File: config.mk
export PLATFORM = sky130hd
export DESIGN_NAME = mul_shift_add
export DESIGN_NICKNAME = d
export VERILOG_FILES = /design/src/rtl/mul_pkg.sv /design/src/rtl/mul_cbl_block.sv /design/src/rtl/mul_csel_adder.sv /design/src/rtl/mul_seq_ctrl.sv /design/src/rtl/mul_shift_dp.sv /design/src/rtl/mul_shift_add.sv
export SDC_FILE = /design/constraint.sdc
export NUM_CORES = 1
export LEC_CHECK = 0
export BUFFER_PORTS_ARGS = -buffer_cell sky130_fd_sc_hd__buf_2
export CAP_MARGIN = 20
export CELL_PAD_IN_SITES_DETAIL_PLACEMENT = 0
export CELL_PAD_IN_SITES_GLOBAL_PLACEMENT = 1
export CORE_ASPECT_RATIO = 0.8
export CORE_MARGIN = 4
export CORE_UTILIZATION = 39
export CTS_CLUSTER_SIZE = 8
export DETAILED_ROUTE_END_ITERATION = 6
export GPL_ROUTABILITY_DRIVEN = 0
export PLACE_DENSITY = 0.79
export SKIP_LAST_GASP = 1
export SLEW_MARGIN = 0
export SYNTH_ARGS = -nofsm -noshare
export SYNTH_HDL_FRONTEND = slang
export SYNTH_SLANG_ARGS = --single-unit
export TNS_END_PERCENT = 50
File: constraint.sdc
create_clock -name clk -period 10.1 [get_ports clk]
set_clock_uncertainty 0.05 [all_clocks]
set_input_delay 2.02 -clock clk [delete_from_list [all_inputs] [get_ports clk]]
set_output_delay 2.02 -clock clk [all_outputs]
set_load 0.01 [all_outputs]
File: src/rtl/mul_pkg.sv
package mul_pkg;

  localparam int unsigned OP_W_DEF  = 32;
  localparam int unsigned BLK_W_DEF = 4;

  typedef enum logic {
    ST_IDLE = 1'b0,
    ST_RUN  = 1'b1
  } mul_state_e;

endpackage

File: src/rtl/mul_cbl_block.sv
module mul_cbl_block #(
  parameter int unsigned BW = 4
) (
  input  logic [BW-1:0] a_i,
  input  logic [BW-1:0] b_i,
  output logic [BW-1:0] sum0_o,
  output logic [BW-1:0] sum1_o,
  output logic          cout0_o,
  output logic          cout1_o
);

  // Ripple carries into each bit position, for a given carry-in,
  // using only the shared propagate and generate terms.
  function automatic logic [BW:0] chain(input logic [BW-1:0] p,
                                       input logic [BW-1:0] g,
                                       input logic          cin);
    logic [BW:0] c;
    c[0] = cin;
    for (int i = 0; i < BW; i++) begin
      c[i+1] = g[i] | (p[i] & c[i]);
    end
    return c;
  endfunction

  logic [BW-1:0] prop;
  logic [BW-1:0] gen;
  logic [BW:0]   car0;
  logic [BW:0]   car1;

  assign prop = a_i ^ b_i;
  assign gen  = a_i & b_i;

  assign car0 = chain(prop, gen, 1'b0);
  assign car1 = chain(prop, gen, 1'b1);

  // Bit 0 of the carry-in-1 sum is just the inverse of the shared XOR.
  assign sum0_o  = prop ^ car0[BW-1:0];
  assign sum1_o  = prop ^ car1[BW-1:0];
  assign cout0_o = car0[BW];
  assign cout1_o = car1[BW];

endmodule

File: src/rtl/mul_csel_adder.sv
module mul_csel_adder #(
  parameter int unsigned W  = mul_pkg::OP_W_DEF,
  parameter int unsigned BW = mul_pkg::BLK_W_DEF
) (
  input  logic [W-1:0] a_i,
  input  logic [W-1:0] b_i,
  input  logic         cin_i,
  output logic [W-1:0] sum_o,
  output logic         cout_o
);

  localparam int unsigned NB = W / BW;

  logic [NB:0] blk_c;

  assign blk_c[0] = cin_i;

  for (genvar k = 0; k < NB; k++) begin : g_blk
    logic [BW-1:0] s0;
    logic [BW-1:0] s1;
    logic          c0;
    logic          c1;

    mul_cbl_block #(.BW(BW)) u_blk (
      .a_i    (a_i[k*BW +: BW]),
      .b_i    (b_i[k*BW +: BW]),
      .sum0_o (s0),
      .sum1_o (s1),
      .cout0_o(c0),
      .cout1_o(c1)
    );

    assign sum_o[k*BW +: BW] = blk_c[k] ? s1 : s0;
    assign blk_c[k+1]        = blk_c[k] ? c1 : c0;
  end

  assign cout_o = blk_c[NB];

endmodule

File: src/rtl/mul_seq_ctrl.sv
module mul_seq_ctrl #(
  parameter int unsigned STEPS = mul_pkg::OP_W_DEF
) (
  input  logic clk,
  input  logic rst,
  input  logic start,
  output logic load_o,
  output logic step_o,
  output logic busy_o,
  output logic done_o
);
  import mul_pkg::*;

  localparam int unsigned CW = (STEPS > 1) ? $clog2(STEPS) : 1;
  localparam logic [CW-1:0] LAST = CW'(STEPS - 1);

  mul_state_e    state_q;
  logic [CW-1:0] cnt_q;
  logic          last_step;

  assign busy_o    = (state_q == ST_RUN);
  assign load_o    = start && !busy_o;
  assign step_o    = busy_o;
  assign last_step = step_o && (cnt_q == LAST);

  always_ff @(posedge clk) begin
    if (rst) begin
      state_q <= ST_IDLE;
      cnt_q   <= '0;
      done_o  <= 1'b0;
    end else begin
      done_o <= last_step;
      if (load_o) begin
        state_q <= ST_RUN;
        cnt_q   <= '0;
      end else if (last_step) begin
        state_q <= ST_IDLE;
        cnt_q   <= '0;
      end else if (step_o) begin
        cnt_q <= cnt_q + 1'b1;
      end
    end
  end

endmodule

File: src/rtl/mul_shift_dp.sv
module mul_shift_dp #(
  parameter int unsigned W  = mul_pkg::OP_W_DEF,
  parameter int unsigned BW = mul_pkg::BLK_W_DEF
) (
  input  logic           clk,
  input  logic           rst,
  input  logic           load_i,
  input  logic           step_i,
  input  logic [W-1:0]   mcand_i,
  input  logic [W-1:0]   mplier_i,
  output logic [2*W-1:0] prod_o,
  output logic [W-1:0]   mcand_o,
  output logic           add_en_o,
  output logic [W-1:0]   add_sum_o,
  output logic           add_cout_o
);

  // One shift-right step: carry on top, sum below it, low half moves down.
  function automatic logic [2*W-1:0] shift_in(input logic [2*W-1:0] cur,
                                              input logic [W-1:0]   hi_sum,
                                              input logic           cy);
    return {cy, hi_sum, cur[W-1:1]};
  endfunction

  logic [2*W-1:0] prod_q;
  logic [W-1:0]   mcand_q;
  logic [W-1:0]   addend;

  assign add_en_o = prod_q[0];
  assign addend   = add_en_o ? mcand_q : '0;

  mul_csel_adder #(.W(W), .BW(BW)) u_add (
    .a_i   (prod_q[2*W-1:W]),
    .b_i   (addend),
    .cin_i (1'b0),
    .sum_o (add_sum_o),
    .cout_o(add_cout_o)
  );

  always_ff @(posedge clk) begin
    if (rst) begin
      prod_q  <= '0;
      mcand_q <= '0;
    end else if (load_i) begin
      prod_q  <= {{W{1'b0}}, mplier_i};
      mcand_q <= mcand_i;
    end else if (step_i) begin
      prod_q  <= shift_in(prod_q, add_sum_o, add_cout_o);
    end
  end

  assign prod_o  = prod_q;
  assign mcand_o = mcand_q;

endmodule

File: src/rtl/mul_shift_add.sv
module mul_shift_add #(
  parameter int unsigned W  = 32,
  parameter int unsigned BW = 4
) (
  input  logic           clk,
  input  logic           rst,
  input  logic           start,
  input  logic [W-1:0]   mcand_i,
  input  logic [W-1:0]   mplier_i,
  output logic           busy_o,
  output logic           done_o,
  output logic [2*W-1:0] product_o
);

  // Named internal events, visible to the bound checker.
  logic           load;
  logic           step_fire;
  logic [2*W-1:0] prod_q;
  logic [W-1:0]   mcand_q;
  logic           add_en;
  logic [W-1:0]   add_sum;
  logic           add_cout;

  mul_seq_ctrl #(.STEPS(W)) u_ctrl (
    .clk   (clk),
    .rst   (rst),
    .start (start),
    .load_o(load),
    .step_o(step_fire),
    .busy_o(busy_o),
    .done_o(done_o)
  );

  mul_shift_dp #(.W(W), .BW(BW)) u_dp (
    .clk       (clk),
    .rst       (rst),
    .load_i    (load),
    .step_i    (step_fire),
    .mcand_i   (mcand_i),
    .mplier_i  (mplier_i),
    .prod_o    (prod_q),
    .mcand_o   (mcand_q),
    .add_en_o  (add_en),
    .add_sum_o (add_sum),
    .add_cout_o(add_cout)
  );

  assign product_o = prod_q;

endmodule

==> results of run 1 <==
## cells in the mapped netlist (all sizes together), types with 3 or more instances
| library cell | n | share of area [%] |
|---|---|---|
| a21oi | 74 | 6.9 |
| and2 | 24 | 2.8 |
| nand3b | 5 | 0.70 |
| dfxtp | 103 | 39 |
| a211oi | 11 | 1.5 |
| or2 | 3 | 0.35 |
| nand4 | 3 | 0.35 |
| o21ai | 23 | 2.2 |
| o211ai | 4 | 0.56 |
| or3 | 5 | 0.59 |
| nor2 | 96 | 6.7 |
| nor2b | 18 | 2.1 |
| inv | 17 | 1.2 |
| a21o | 4 | 0.56 |
| mux2i | 42 | 7.9 |
| clkbuf | 26 | 1.8 |
| nand3 | 6 | 0.56 |
| fa | 10 | 3.7 |
| xnor2 | 12 | 2.0 |
| and3b | 4 | 0.66 |
| nand2b | 12 | 1.4 |
| buf | 18 | 1.9 |
| ha | 31 | 7.3 |
| nand2 | 83 | 5.8 |
## routing by layer
metal / share of wire, % / up-vias / wire length (um)
li1: - / 2351 / -
met1: 48 / 2022 / 5982
met2: 44 / 113 / 5560
met3: 6.9 / 11 / 865
met4: 0.82 / 0 / 102
met5: 0 / - / 0
## final timing paths
check	from	to	slack (ns)	cells after the start
worst max register to register	u_dp.prod_o[0]	u_dp.prod_o[62]	0.74	40
worst min-delay path	u_dp.mcand_o[2]	u_dp.mcand_o[2]	0.40	2
worst max-delay path	u_dp.prod_o[0]	u_dp.prod_o[62]	0.74	40
worst min register to register	u_dp.mcand_o[2]	u_dp.mcand_o[2]	0.40	2
## repair_timing
action | in CTS | in global routing
endpoints found under the setup margin | 0 | 3
hold buffers | 0 | 0
gates resized for setup | 0 | 6
## flip-flops by register name, indices dropped and copies added (netlist names)
| register | cells |
|---|---|
| u_dp.mcand_o | 32 |
| u_dp.prod_o | 64 |
| u_ctrl.done_o | 1 |
| u_ctrl.busy_o | 1 |
| u_ctrl.cnt_q | 5 |
## logic make-up (layout without fill, tap and decap cells)
| kind of cell | count (synthesis) | in the layout | share of synthesized area, % |
|---|---|---|---|
| AND/OR/NAND/NOR | 269 | 269 | 23.61 |
| AO/OA/AOI/OAI | 117 | 117 | 11.90 |
| flip-flops | 103 | 103 | 38.59 |
| buffers and inverters | 61 | 172 | 4.894 |
| multiplexers | 42 | 42 | 7.869 |
| adder cells (fa/ha/maj) | 41 | 41 | 11.01 |
| XOR/XNOR | 13 | 13 | 2.131 |
## where the power goes
part,switching (W),internal (W)
clock,0.000155,0.000167
sequential,0.0000187,0.000427
combinational,0.0000674,0.0000503
## worst reg2reg max path, delay by kind of cell, from the launching register on
family,cells,cell delay (ns)
adder cells (fa/ha/maj),11,4.38
AND/OR/NAND/NOR,14,1.75
flip-flops,1,0.33
AO/OA/AOI/OAI,15,2.79
## metrics by stage
step | cells | total power [W] | util, % | cell area (sq um)
2_1_floorplan | 646 | 0.0005299 | - | 5343
3_3_place_gp | 915 | 0.0005695 | 46.21 | 6076
3_5_place_dp | 916 | 0.0005740 | 46.42 | 6103
4_1_cts | 932 | 0.0009002 | 48.51 | 6377
5_1_grt | 932 | 0.0009342 | 48.56 | 6385
6_report | 932 | 0.0008847 | 48.56 | 6385
## placed cells by master (no fill, tap or decap), types with 2 or more instances in the layout
cell        count
or4_1           2
inv_1          17
and3_1          2
nand4_1         3
a21o_1          4
nand2b_1       12
nor2_1         96
and3b_1         4
or2_2           3
or3_1           5
clkinv_4        2
buf_4           6
o21ai_2         2
fa_1           10
xnor2_1        12
mux2i_1        42
o21ai_0        19
nand2_1        83
clkinvlp_4      2
o21ai_1         2
nor2b_1        17
ha_1           31
o211ai_1        4
a211oi_1       11
nand3b_1        5
nand4b_1        2
clkbuf_16       9
dfxtp_1       102
or4b_2          2
and2_1         24
clkinv_2        2
a21oi_1        74
nand3_1         6
buf_2         132
## area by class of cell
type	count	area, sq um
clock buffers	9	225.2
clock inverters	7	48.80
fillers	1328	6763
inverters	17	63.81
multi-input cells	482	3029
flip-flops and latches	103	2066
well taps	175	219.0
repair buffers	139	733.2
==> flow_summary.toml, run 1 <==
[outcome]
status = "finished, final reports clean"

[detailed_routing]
vias = 4497
wire_per_inst_um = 13.42
routed_via_density = 4.825
ant_nets = 0
drt-total-wl_um = 12510
drt_iter0_drc = 197
drc_errors = 0
first_pass_iters = 4

[die]
die-area_sq_um = 15650
dieWidth_um = 138.9
ios = 133
rows = 37
die_height_um = 112.7
start_util_pct = 40.64
core_sq_um = 13150

[clock_tree]
cts_max_path_buffers = 2
clk_latency_ns = 0.34
cts_tree = "done"
post_cts_buffers = 0
cts.sinks = 103
numCtsBuffers = 9
clkTransAtPathRegs_ns = 0.07
htree_levels = 3
root_buffer = "clkbuf_16"

[critical_path]
crit_required_ns = 10.31
worst_path_most_repeated_cell = "fa_1"
path_class = "flip-flop to flip-flop"
crit_slowest_cell = "fa_1"
critPathTopFamily = "adder cells"
arrival_ns = 9.57
cp-start-kind = "flip-flop"
end_kind = "flip-flop"
critPathMaxFanout = 4
worst-path-buf-inv = 0
cp_slowest_stage_delay_ns = 0.43

[logic_synthesis]
yosys_warnings = 0
synthArstFlopShare_pct = 0
synth_seq_cells = 103
ys_seq_area_share_pct = 38.59
synthFlopType = "dfxtp_1"
postSynthCellCount = 646
synth_area_per_cell_sq_um = 8.270
ys_types = 35
synth_edf_count = 0
syn-num-nets = 754
syn_area_sq_um = 5343

[timing]
fin_setup_tns_ns = 0
fin_crit_sh_pct = 92.71
worst_pin_slew_ns = 0.9386
max_slew_margin_pct = 37.43
slew_violations = 0
setup_viol_count_final = 0
holdWs_ns = 0.4018
final_hold_viol_count = 0
max_freq_mhz = 106.8
rsz0062_at_grt = "no"
fin_crit_ns = 9.363
layout_setup_ws_ns = 0.7367

[global_routing]
grt_usage_pct = 16.20
met3_usage_pct = 5.239
met2_usage_pct = 26.43
overflow = 0
grt_start_max_net_pins = 79
grt_most_used_layer = "met2"
grt_use_met1_pct = 21.12
antenna_found_initial = 0
grt_pass1_vias = 4407
grt_pass1_wl_um = 21410

[power_and_ir_drop]
ir_drop_mv = 0.08292
power.density_nw_per_um2 = 138.6
p_leak_nw = 3.100

[hold_path]
hold_class = "flip-flop to flip-flop"

[layout]
nets = 860
num_antenna_cells = 0
drive_above_1_share_pct = 21.66
area_growth_pct = 19.51

[job]
cap_violations = 0

[placement]
pre_cts_slack_ns = 0.3017
io_buffers = 132
dp_hpwl_um = 8711
No activity file was read; power rests on OpenSTA's default activity.
==> inputs of run 2 (changes only) <==
- ABC_AREA: not set -> 1
- CORE_UTILIZATION: 39 -> 37
- PLACE_DENSITY: 0.79 -> 0.78
- SLEW_MARGIN: 0 -> 10
==> run 2 against run 1 <==
Power is 5.1% higher. Synthesized area increased by 1.4%. Global-route usage grew 0.31 points. Largest cell class unchanged. Critical path depth up 5. Die area increased by 6.4%. Utilization is 3.2 points lower. Hold slack improved by 0.017 ns. Clock-buffer cell count increased by 1. Sequential cell count stayed put. Worst setup slack improved by 0.91 ns. Maximum frequency increased by 11%.
==> flow_summary.toml, run 2 <==
[critical_path]
critPathTopFamily = "adder cells"
cp-start-kind = "flip-flop"
arrival_ns = 8.68
cp_slowest_stage_delay_ns = 0.52
critPathMaxFanout = 16
worst_path_most_repeated_cell = "nand2_1"
worst-path-buf-inv = 3
path_class = "flip-flop to flip-flop"
end_kind = "flip-flop"
crit_required_ns = 10.33
crit_slowest_cell = "dfxtp_1"

[die]
core_sq_um = 14300
dieWidth_um = 143.3
rows = 39
die-area_sq_um = 16650
start_util_pct = 37.88
ios = 133
die_height_um = 116.2

[global_routing]
grt_start_max_net_pins = 70
antenna_found_initial = 0
overflow = 0
grt_pass1_vias = 4503
grt_usage_pct = 16.51
grt_pass1_wl_um = 21960

[power_and_ir_drop]
p_clk_share_pct = 38.4
switching_share_pct = 27.25
power.switching_w = 0.0002533
ir_drop_mv = 0.08870
pwr-share-seq_pct = 48.3
p_int_w = 0.0006761
p_leak_nw = 3.668
power.density_nw_per_um2 = 143.2
combPwrFrac_pct = 13.3

[clock_tree]
clk_latency_ns = 0.35
clkTransAtPathRegs_ns = 0.07
root_buffer = "clkbuf_16"
htree_levels = 3
cts_tree = "done"
post_cts_buffers = 0
ctsResizeCount = 0
cts.sinks = 103
cts_max_path_buffers = 2
numCtsBuffers = 9
holdBufCountCts = 0

[timing]
worst_pin_slew_ns = 0.7327
slew_violations = 0
max_slew_margin_pct = 51.15
setup_viol_count_final = 0
final_hold_viol_count = 0
layout_setup_ws_ns = 1.650
fin_crit_sh_pct = 83.66
fin_crit_ns = 8.450
max_freq_mhz = 118.3
fin_setup_tns_ns = 0
rsz0062_at_grt = "no"

[layout]
seq_area_sq_um = 2063
area_growth_pct = 19.82
final_util_pct = 45.39
most-common-layout-cells = "nand2_1, buf_2, inv_1"
largest_reg_flops = 64
drive_above_1_share_pct = 17.63
nets = 1023
multi_input_area_sq_um = 2766
finalNonFillerCells = 1103
fill_cells = 1527
num_antenna_cells = 0
layout_commonest_cell = "nand2_1"

[logic_synthesis]
yosys_warnings = 0
synth.top_cell.area_share_pct = 38.07
postSynthCellCount = 804
synth_seq_cells = 103
synthArstFlopShare_pct = 0
synth_commonest_cells = "nand2_1, inv_1, nor2_1"
syn_area_sq_um = 5416
yosys.area.top_type = "dfxtp_1"
synth_edf_count = 0
yosysMostFrequentCell = "nand2_1"
ys_seq_area_share_pct = 38.07
syn-num-nets = 912
ys_types = 24
synth_area_per_cell_sq_um = 6.737
synth.area.top_cells = "dfxtp_1, nand2_1, inv_1"
synthFlopType = "dfxtp_1"

[detailed_routing]
drt-total-wl_um = 13570
wire_per_inst_um = 12.30
ant_nets = 0
drt_iter0_drc = 242
drc_errors = 0
vias = 4946
routed_via_density = 4.484
first_pass_iters = 4

[placement]
io_buffers = 132
pre_cts_slack_ns = 1.709
dp_cells = 1087
dp_hpwl_um = 9437

[hold_path]
hold_class = "flip-flop to flip-flop"

[job]
cap_violations = 0

[outcome]
status = "finished, final reports clean"
run 2: power groups by stage:
stage          clock [W]  combinational, W  sequential (W)
3_5_place_dp           0          0.000125        0.000458
5_1_grt         0.000385          0.000143        0.000452
6_report        0.000357          0.000124        0.000449
4_1_cts         0.000372          0.000125        0.000449
3_3_place_gp           0          0.000125        0.000458
2_1_floorplan          0         0.0000780        0.000458
run 2: kinds of logic after synthesis:
logic type               Yosys count  synth area share (%)
buffers and inverters            148                 10.86
XOR/XNOR                          10                 1.617
flip-flops                       103                 38.07
AND/OR/NAND/NOR                  415                 30.24
AO/OA/AOI/OAI                     87                 8.362
adder cells (fa/ha/maj)           41                 10.86
run 2: area by class of cell:
type                            count  share of cell area, %
Timing Repair Buffer              137                  11.07
Sequential cell                   103                  31.79
Clock inverter                      5                 0.8676
Inverter                          111                  6.420
Tap cell                          184                  3.547
Clock buffer                       10                  3.682
Multi-Input combinational cell    553                  42.63
run 2: worst paths after layout:
kind | start | end | slack (ns) | cells after the start
worst max register to register | u_dp.prod_o[0] | u_dp.prod_o[62] | 1.65 | 45
worst min register to register | u_ctrl.cnt_q[4] | u_ctrl.cnt_q[4] | 0.42 | 2
worst min-delay path | u_ctrl.cnt_q[4] | u_ctrl.cnt_q[4] | 0.42 | 2
worst max-delay path | u_dp.prod_o[0] | u_dp.prod_o[62] | 1.65 | 45
run 2: metal layers:
layer | track usage [%] | vias up | part of all wire [%]
met5 | 0 | - | 0
met4 | 3.074 | 0 | 0.64
met3 | 5.731 | 4 | 6.7
met2 | 25.94 | 97 | 44
met1 | 22.37 | 2176 | 49
li1 | - | 2669 | -
run 2: stage by stage:
step / instance area, sq um / power, W / hold slack [ns]
after global routing: 6490 / 0.0009806 / 0.4357
after floorplan: 5416 / 0.0005363 / 0.3946
final: 6490 / 0.0009294 / 0.4190
after detailed placement: 6167 / 0.0005830 / 0.4147
after global placement: 6167 / 0.0005829 / 0.4094
after CTS: 6462 / 0.0009464 / 0.4228
run 2: worst reg2reg max path: cells and delay by family (launching register included):
kind	cells	cell delay, ns
fa+ha+maj	11	4.55
compound gates	8	0.73
buf+inv	3	0.20
flops	1	0.52
simple gates	23	2.33
